[config.mk]
export PLATFORM = sky130hd
export DESIGN_NAME = ps2_rx_hub
export DESIGN_NICKNAME = d
export VERILOG_FILES = /design/src/rtl/ps2rx_pkg.sv /design/src/rtl/ps2rx_debounce.sv /design/src/rtl/ps2rx_core.sv /design/src/rtl/ps2_rx_hub.sv
export SDC_FILE = /design/constraint.sdc
export NUM_CORES = 1
export LEC_CHECK = 0
export CAP_MARGIN = 20
export CORE_MARGIN = 4
export CORE_UTILIZATION = 45
export CTS_CLUSTER_SIZE = 8
export DETAILED_ROUTE_END_ITERATION = 8
export GPL_ROUTABILITY_DRIVEN = 0
export HOLD_SLACK_MARGIN = 0.06
export PLACE_DENSITY_LB_ADDON = 0.2
export SETUP_SLACK_MARGIN = 0.4
export SYNTH_ARGS = -nofsm -noshare
export SYNTH_HDL_FRONTEND = slang
export SYNTH_SLANG_ARGS = --single-unit
[constraint.sdc]
create_clock -name clk -period 3 [get_ports clk]
set_input_delay 0.75 -clock clk [delete_from_list [all_inputs] [get_ports clk]]
set_output_delay 0.75 -clock clk [all_outputs]
set_load 0.01 [all_outputs]
[src/rtl/ps2rx_pkg.sv]
package ps2rx_pkg;
  typedef enum logic [1:0] {
    ST_OFF  = 2'd0,
    ST_IDLE = 2'd1,
    ST_RUN  = 2'd2,
    ST_DONE = 2'd3
  } rx_state_t;

  localparam int FRAME_TAIL = 10;  // bits after the start bit
  localparam int DATA_BITS  = 8;
endpackage

[src/rtl/ps2rx_debounce.sv]
module ps2rx_debounce #(
  parameter int CNT_W = 8
) (
  input  logic             clk,
  input  logic             rst,
  input  logic             raw,
  input  logic [CNT_W-1:0] limit,
  output logic             clean
);
  logic s1, s2, stab;
  logic [CNT_W-1:0] cnt;
  logic [CNT_W:0]   lim_eff;
  logic [CNT_W:0]   cnt_inc;

  assign lim_eff = (limit == '0) ? {{CNT_W{1'b0}}, 1'b1} : {1'b0, limit};
  assign cnt_inc = {1'b0, cnt} + 1'b1;
  assign clean   = stab;

  always_ff @(posedge clk) begin
    if (rst) begin
      s1   <= 1'b1;
      s2   <= 1'b1;
      stab <= 1'b1;
      cnt  <= '0;
    end else begin
      s1 <= raw;
      s2 <= s1;
      if (s2 == stab) begin
        cnt <= '0;
      end else if (cnt_inc >= lim_eff) begin
        stab <= s2;
        cnt  <= '0;
      end else begin
        cnt <= cnt_inc[CNT_W-1:0];
      end
    end
  end


  stab_follows_sync_chk: assert property (@(posedge clk) disable iff (rst)
    !$stable(stab) |-> stab == $past(s2));
endmodule

[src/rtl/ps2rx_core.sv]
module ps2rx_core
  import ps2rx_pkg::*;
#(
  parameter int NCH  = 4,
  parameter int CH_W = 2
) (
  input  logic            clk,
  input  logic            rst,
  input  logic [NCH-1:0]  ch_en,
  input  logic [NCH-1:0]  clk_db,
  input  logic [NCH-1:0]  dat_s,
  input  logic            sot_ie,
  input  logic            eot_ie,
  input  logic            eot_clr,
  output logic            sot,
  output logic            eot,
  output logic            perr,
  output logic            ferr,
  output logic [CH_W-1:0] act_ch,
  output logic [7:0]      rx_data,
  output logic            irq,
  output logic [NCH-1:0]  clk_low
);
  localparam int BN_W = $clog2(FRAME_TAIL + 1);

  rx_state_t        st;
  logic [NCH-1:0]   prev;
  logic [NCH-1:0]   fall;
  logic [NCH-1:0]   start;
  logic [NCH-1:0]   sel_mask;
  logic [CH_W-1:0]  pick;
  logic [BN_W-1:0]  bitn;
  logic [7:0]       shreg;
  logic             d_act;

  assign fall     = prev & ~clk_db;
  assign start    = fall & ch_en & ~dat_s;
  assign sel_mask = NCH'(1) << act_ch;
  assign d_act    = dat_s[act_ch];

  always_comb begin
    pick = '0;
    for (int i = NCH - 1; i >= 0; i--) begin
      if (start[i]) pick = CH_W'(i);
    end
  end

  always_ff @(posedge clk) begin
    if (rst) begin
      st      <= ST_OFF;
      prev    <= '1;
      sot     <= 1'b0;
      eot     <= 1'b0;
      perr    <= 1'b0;
      ferr    <= 1'b0;
      act_ch  <= '0;
      bitn    <= '0;
      shreg   <= '0;
      rx_data <= '0;
      irq     <= 1'b0;
      clk_low <= '1;
    end else begin
      prev    <= clk_db;
      irq     <= (sot & sot_ie) | (eot & eot_ie);
      clk_low <= ~ch_en | (((st == ST_RUN) || (st == ST_DONE)) ? ~sel_mask : '0);
      if (ch_en == '0) begin
        st   <= ST_OFF;
        sot  <= 1'b0;
        eot  <= 1'b0;
        perr <= 1'b0;
        ferr <= 1'b0;
      end else begin
        case (st)
          ST_OFF: st <= ST_IDLE;
          ST_IDLE: begin
            if (|start) begin
              sot    <= 1'b1;
              act_ch <= pick;
              bitn   <= '0;
              st     <= ST_RUN;
            end
          end
          ST_RUN: begin
            if (fall[act_ch]) begin
              bitn <= bitn + 1'b1;
              if (bitn < BN_W'(DATA_BITS)) begin
                shreg <= {d_act, shreg[7:1]};
              end else if (bitn == BN_W'(DATA_BITS)) begin
                perr <= ~(^shreg ^ d_act);
              end else begin
                ferr    <= ~d_act;
                rx_data <= shreg;
                eot     <= 1'b1;
                st      <= ST_DONE;
              end
            end
          end
          ST_DONE: begin
            if (eot_clr) begin
              sot  <= 1'b0;
              eot  <= 1'b0;
              perr <= 1'b0;
              ferr <= 1'b0;
              st   <= ST_IDLE;
            end
          end
          default: st <= ST_OFF;
        endcase
      end
    end
  end


  one_port_open_chk: assert property (@(posedge clk) disable iff (rst)
    sot && $past(sot) |-> $countones(~clk_low) <= 1);

  done_implies_start_chk: assert property (@(posedge clk) disable iff (rst)
    eot |-> sot);

  bit_count_range_chk: assert property (@(posedge clk) disable iff (rst)
    bitn <= BN_W'(FRAME_TAIL));

  irq_quiet_chk: assert property (@(posedge clk) disable iff (rst)
    !$past(sot) && !$past(eot) |-> !irq);

  irq_on_done_chk: assert property (@(posedge clk) disable iff (rst)
    $past(eot && eot_ie) |-> irq);

  mask_abort_chk: assert property (@(posedge clk) disable iff (rst)
    ch_en == '0 |=> !sot && !eot);
endmodule

[src/rtl/ps2_rx_hub.sv]
module ps2_rx_hub #(
  parameter int NCH   = 4,
  parameter int CH_W  = 2,
  parameter int DB_W  = 8
) (
  input  logic            clk,
  input  logic            rst,
  input  logic [NCH-1:0]  ch_en,
  input  logic [DB_W-1:0] db_cycles,
  input  logic            sot_ie,
  input  logic            eot_ie,
  input  logic            eot_clr,
  input  logic [NCH-1:0]  ps_clk_in,
  input  logic [NCH-1:0]  ps_dat_in,
  output logic [NCH-1:0]  ps_clk_low,
  output logic            sot,
  output logic            eot,
  output logic            perr,
  output logic            ferr,
  output logic [CH_W-1:0] act_ch,
  output logic [7:0]      rx_data,
  output logic            irq
);
  logic [NCH-1:0] clk_db;
  logic [NCH-1:0] dat_s1, dat_s2;

  for (genvar g = 0; g < NCH; g++) begin : g_port
    ps2rx_debounce #(.CNT_W(DB_W)) u_db (
      .clk   (clk),
      .rst   (rst),
      .raw   (ps_clk_in[g]),
      .limit (db_cycles),
      .clean (clk_db[g])
    );
  end

  always_ff @(posedge clk) begin
    if (rst) begin
      dat_s1 <= '1;
      dat_s2 <= '1;
    end else begin
      dat_s1 <= ps_dat_in;
      dat_s2 <= dat_s1;
    end
  end

  ps2rx_core #(.NCH(NCH), .CH_W(CH_W)) u_core (
    .clk     (clk),
    .rst     (rst),
    .ch_en   (ch_en),
    .clk_db  (clk_db),
    .dat_s   (dat_s2),
    .sot_ie  (sot_ie),
    .eot_ie  (eot_ie),
    .eot_clr (eot_clr),
    .sot     (sot),
    .eot     (eot),
    .perr    (perr),
    .ferr    (ferr),
    .act_ch  (act_ch),
    .rx_data (rx_data),
    .irq     (irq),
    .clk_low (ps_clk_low)
  );
endmodule

==> metrics.txt <==
FF+latch area=1800 um2; post-synth net total=526; vias in the first global route=3,296; full die area=11,500 um2; Least-Margin Pin Slew=0.918 ns; Antenna Nets Post-Route=0; Yosys warnings=0; Post-Synth Simple-Gate Area=21.5%; r2r startpoint=g_port[0].u_db.cnt[0]; Filler cells=819; worst skew pair latency=0.36 ns; Critical Path Fanout Max=8; WP data arrival=2.83 ns; Largest register FFs=32; FMAX=393 MHz; DRC viols=0; Die H=107 um; RSZ-0062 raised after global routing=yes; Hold EP=g_port[3].u_db.s2; gr usage total=16.0%; Final Hold Viols=0; first-pass GRT wire length=15.1 mm; Reg clk slew, reported paths=0.09 ns; WHS=0.415 ns; commonest non-fill, non-tap cell in the layout=dfxtp_1; Max VDD drop=0.265 mV; Tot Pwr=2.38 mW; # diodes=0; fin crit period=2.54 ns; post-synthesis cell type count=56; CTS Buf Count=9; Crit Path Category=input port to flip-flop; adder-cell share of the synthesized area=11.5%; Min-Delay Path Class=flip-flop to flip-flop; multi-input logic area=2600 um2; Final #Nets=594; max-slew violation count=0; Area Growth Syn to Fin=23.8%; Post-Route WL=9.01 mm; DR WL/cell=13.6 um; XOR/XNOR Fraction of Synth Area=7.10%; WHS Path Cells=1; detailed placer's ending HPWL=6.62 mm; # clock sinks=89; Mapped Area=4440 um2; core area=9420 um2; # port buffers=43; Mean Syn Cell Area=9.66 um2; MaxCap Viol Count=0; Design Area, Final=5500 um2; Initial Utilization=47.2%; final number of setup-violating endpoints=0; Synth Area in Compound Gates=10.6%; pwr dens=432 nW/um2; leading area contributor after synthesis=dfxtp_1; row count=35; FFs w/ async S/R, synth=0%; Synth area leaders=dfxtp_1, ha_1, mux2i_1, nor2_1, xnor2_1; synthesized instance count=460; Yosys reg bits=89; Crit. End Element=flip-flop; status=finished clean; hold path start=g_port[3].u_db.s1; R2R depth=10; Worst setup SP type=input port; slew margin rel.=38.2%; Largest Register=g_port.u_db.cnt; Util after Layout=58.4%; mux contribution to synthesized area=5.58%; largest family of logic cells by synthesized area=simple AND/OR/NAND/NOR gates; commonest cells after routing, fill and taps aside=dfxtp_1, nor2_1, ha_1; H-tree Lvls=3; Max Clock Skew=0.0109 ns; required time worst endpoint=3.28 ns; top-area cell type share of the netlist area=40.1%; LEAKAGE=2.31 nW; Top Registers=g_port.u_db.cnt: 32 flops, u_core.rx_data: 8 flops, u_core.shreg: 8 flops; hold buffers post-CTS=0; sequential area share after synthesis=40.1%; initial antenna violation count=0; Pre-Repair DR Iteration Count=4; dominant synthesized flop cell=dfxtp_1; I/O pins=44; final global-route overflow total=0; final period utilization=84.8%; post-place instance area=5100 um2; clock root cell=clkbuf_8; layout cells sized above 1=19.1%; DR iter-0 viols=118; Register-to-Register Setup Slack=0.47 ns; Max clock buf depth=2; via/cell ratio=5.02; RR Endpoint=g_port[0].u_db.cnt[4]; Die W=107 um; DR vias=3,321; CTS tree=done; EDFF count, synth=0; largest net degree at the start of global routing=32
## Yosys cell counts, types with 2 or more instances
master	instances
inv_1	27
buf_4	2
nand3_1	20
and3_1	5
o31ai_1	3
and4bb_2	5
o22ai_1	5
nor2b_1	27
a21oi_1	15
a211oi_1	3
mux2i_1	21
ha_1	41
o21a_1	4
nand2b_1	5
a31oi_1	3
nor2_1	53
or4_1	3
nor4_1	2
or2_2	17
o21ai_0	11
a21o_1	3
a22oi_1	2
xnor2_1	22
xor2_1	14
nand2_1	11
dfxtp_1	89
nand3b_1	4
nor3_1	3
clkbuf_1	7
a211o_1	3
o211ai_1	5
## power breakdown
group	total [mW]	internal, mW	switching (mW)
sequential	1.22	1.20	0.0148
combinational	0.273	0.132	0.141
clock	0.885	0.411	0.473
total	2.38	1.75	0.629
## routing by layer
| layer | global-route usage, % | up-vias | part of all wire (%) |
|---|---|---|---|
| li1 | - | 1739 | - |
| met1 | 22.5 | 1515 | 51 |
| met2 | 24.7 | 55 | 45 |
| met3 | 2.94 | 12 | 3.4 |
| met4 | 5.59 | 0 | 1.4 |
| met5 | 0 | - | 0 |
## per-stage QoR
stage	setup WS [ns]	setup TNS (ns)	std cells
finish	0.457	0	662
CTS	0.395	0	657
global placement	-0.0647	-0.762	638
detailed placement	-0.131	-2.09	638
floorplan	0.534	0	460
global route	0.350	0	662
## area by class of cell
class / count / area share (%)
multi-input combinational: 333 / 47.3
timing repair buffer: 68 / 11.2
clock buffer: 9 / 2.25
tap: 129 / 2.94
clock inverter: 7 / 1.73
inverter: 27 / 1.84
sequential: 89 / 32.7
## worst max path at each step
stage,startpoint,end,slack (ns),cells after the start
floorplan,db_cycles[5],g_port[0].u_db.cnt[2],0.53,8
global placement,db_cycles[5],g_port[0].u_db.cnt[6],-0.06,9
detailed placement,db_cycles[5],g_port[0].u_db.cnt[4],-0.13,9
CTS,g_port[0].u_db.cnt[0],g_port[0].u_db.cnt[4],0.40,10
global route,g_port[0].u_db.cnt[0],g_port[0].u_db.cnt[6],0.35,10
finish,db_cycles[4],g_port[0].u_db.cnt[4],0.46,9
## worst max-delay path: stages
cell           delay [ns]
dlygate4sd2_1        0.24
nor4_1               0.26
a41o_1               0.29
ha_1                 0.25
nand2b_4             0.14
a21oi_2              0.16
o21ai_2              0.08
a2111o_1             0.50
nor2b_1              0.16
## logic make-up (layout without fill, tap and decap cells)
group                      after synthesis  count (layout)
and+or+nand+nor                        167             167
DFF                                     89              89
AOI/OAI and AO/OA                       66              66
adders and majority gates               41              41
buffers and inverters                   38             111
xor gates and xnor gates                36              36
muxes                                   23              23
## what timing repair did
action,4_1_cts,5_1_grt
resized for setup,8,34
setup buffers,3,5
setup endpoints to repair,31,26
pin swaps,10,12
No activity file was read; power rests on OpenSTA's default activity.
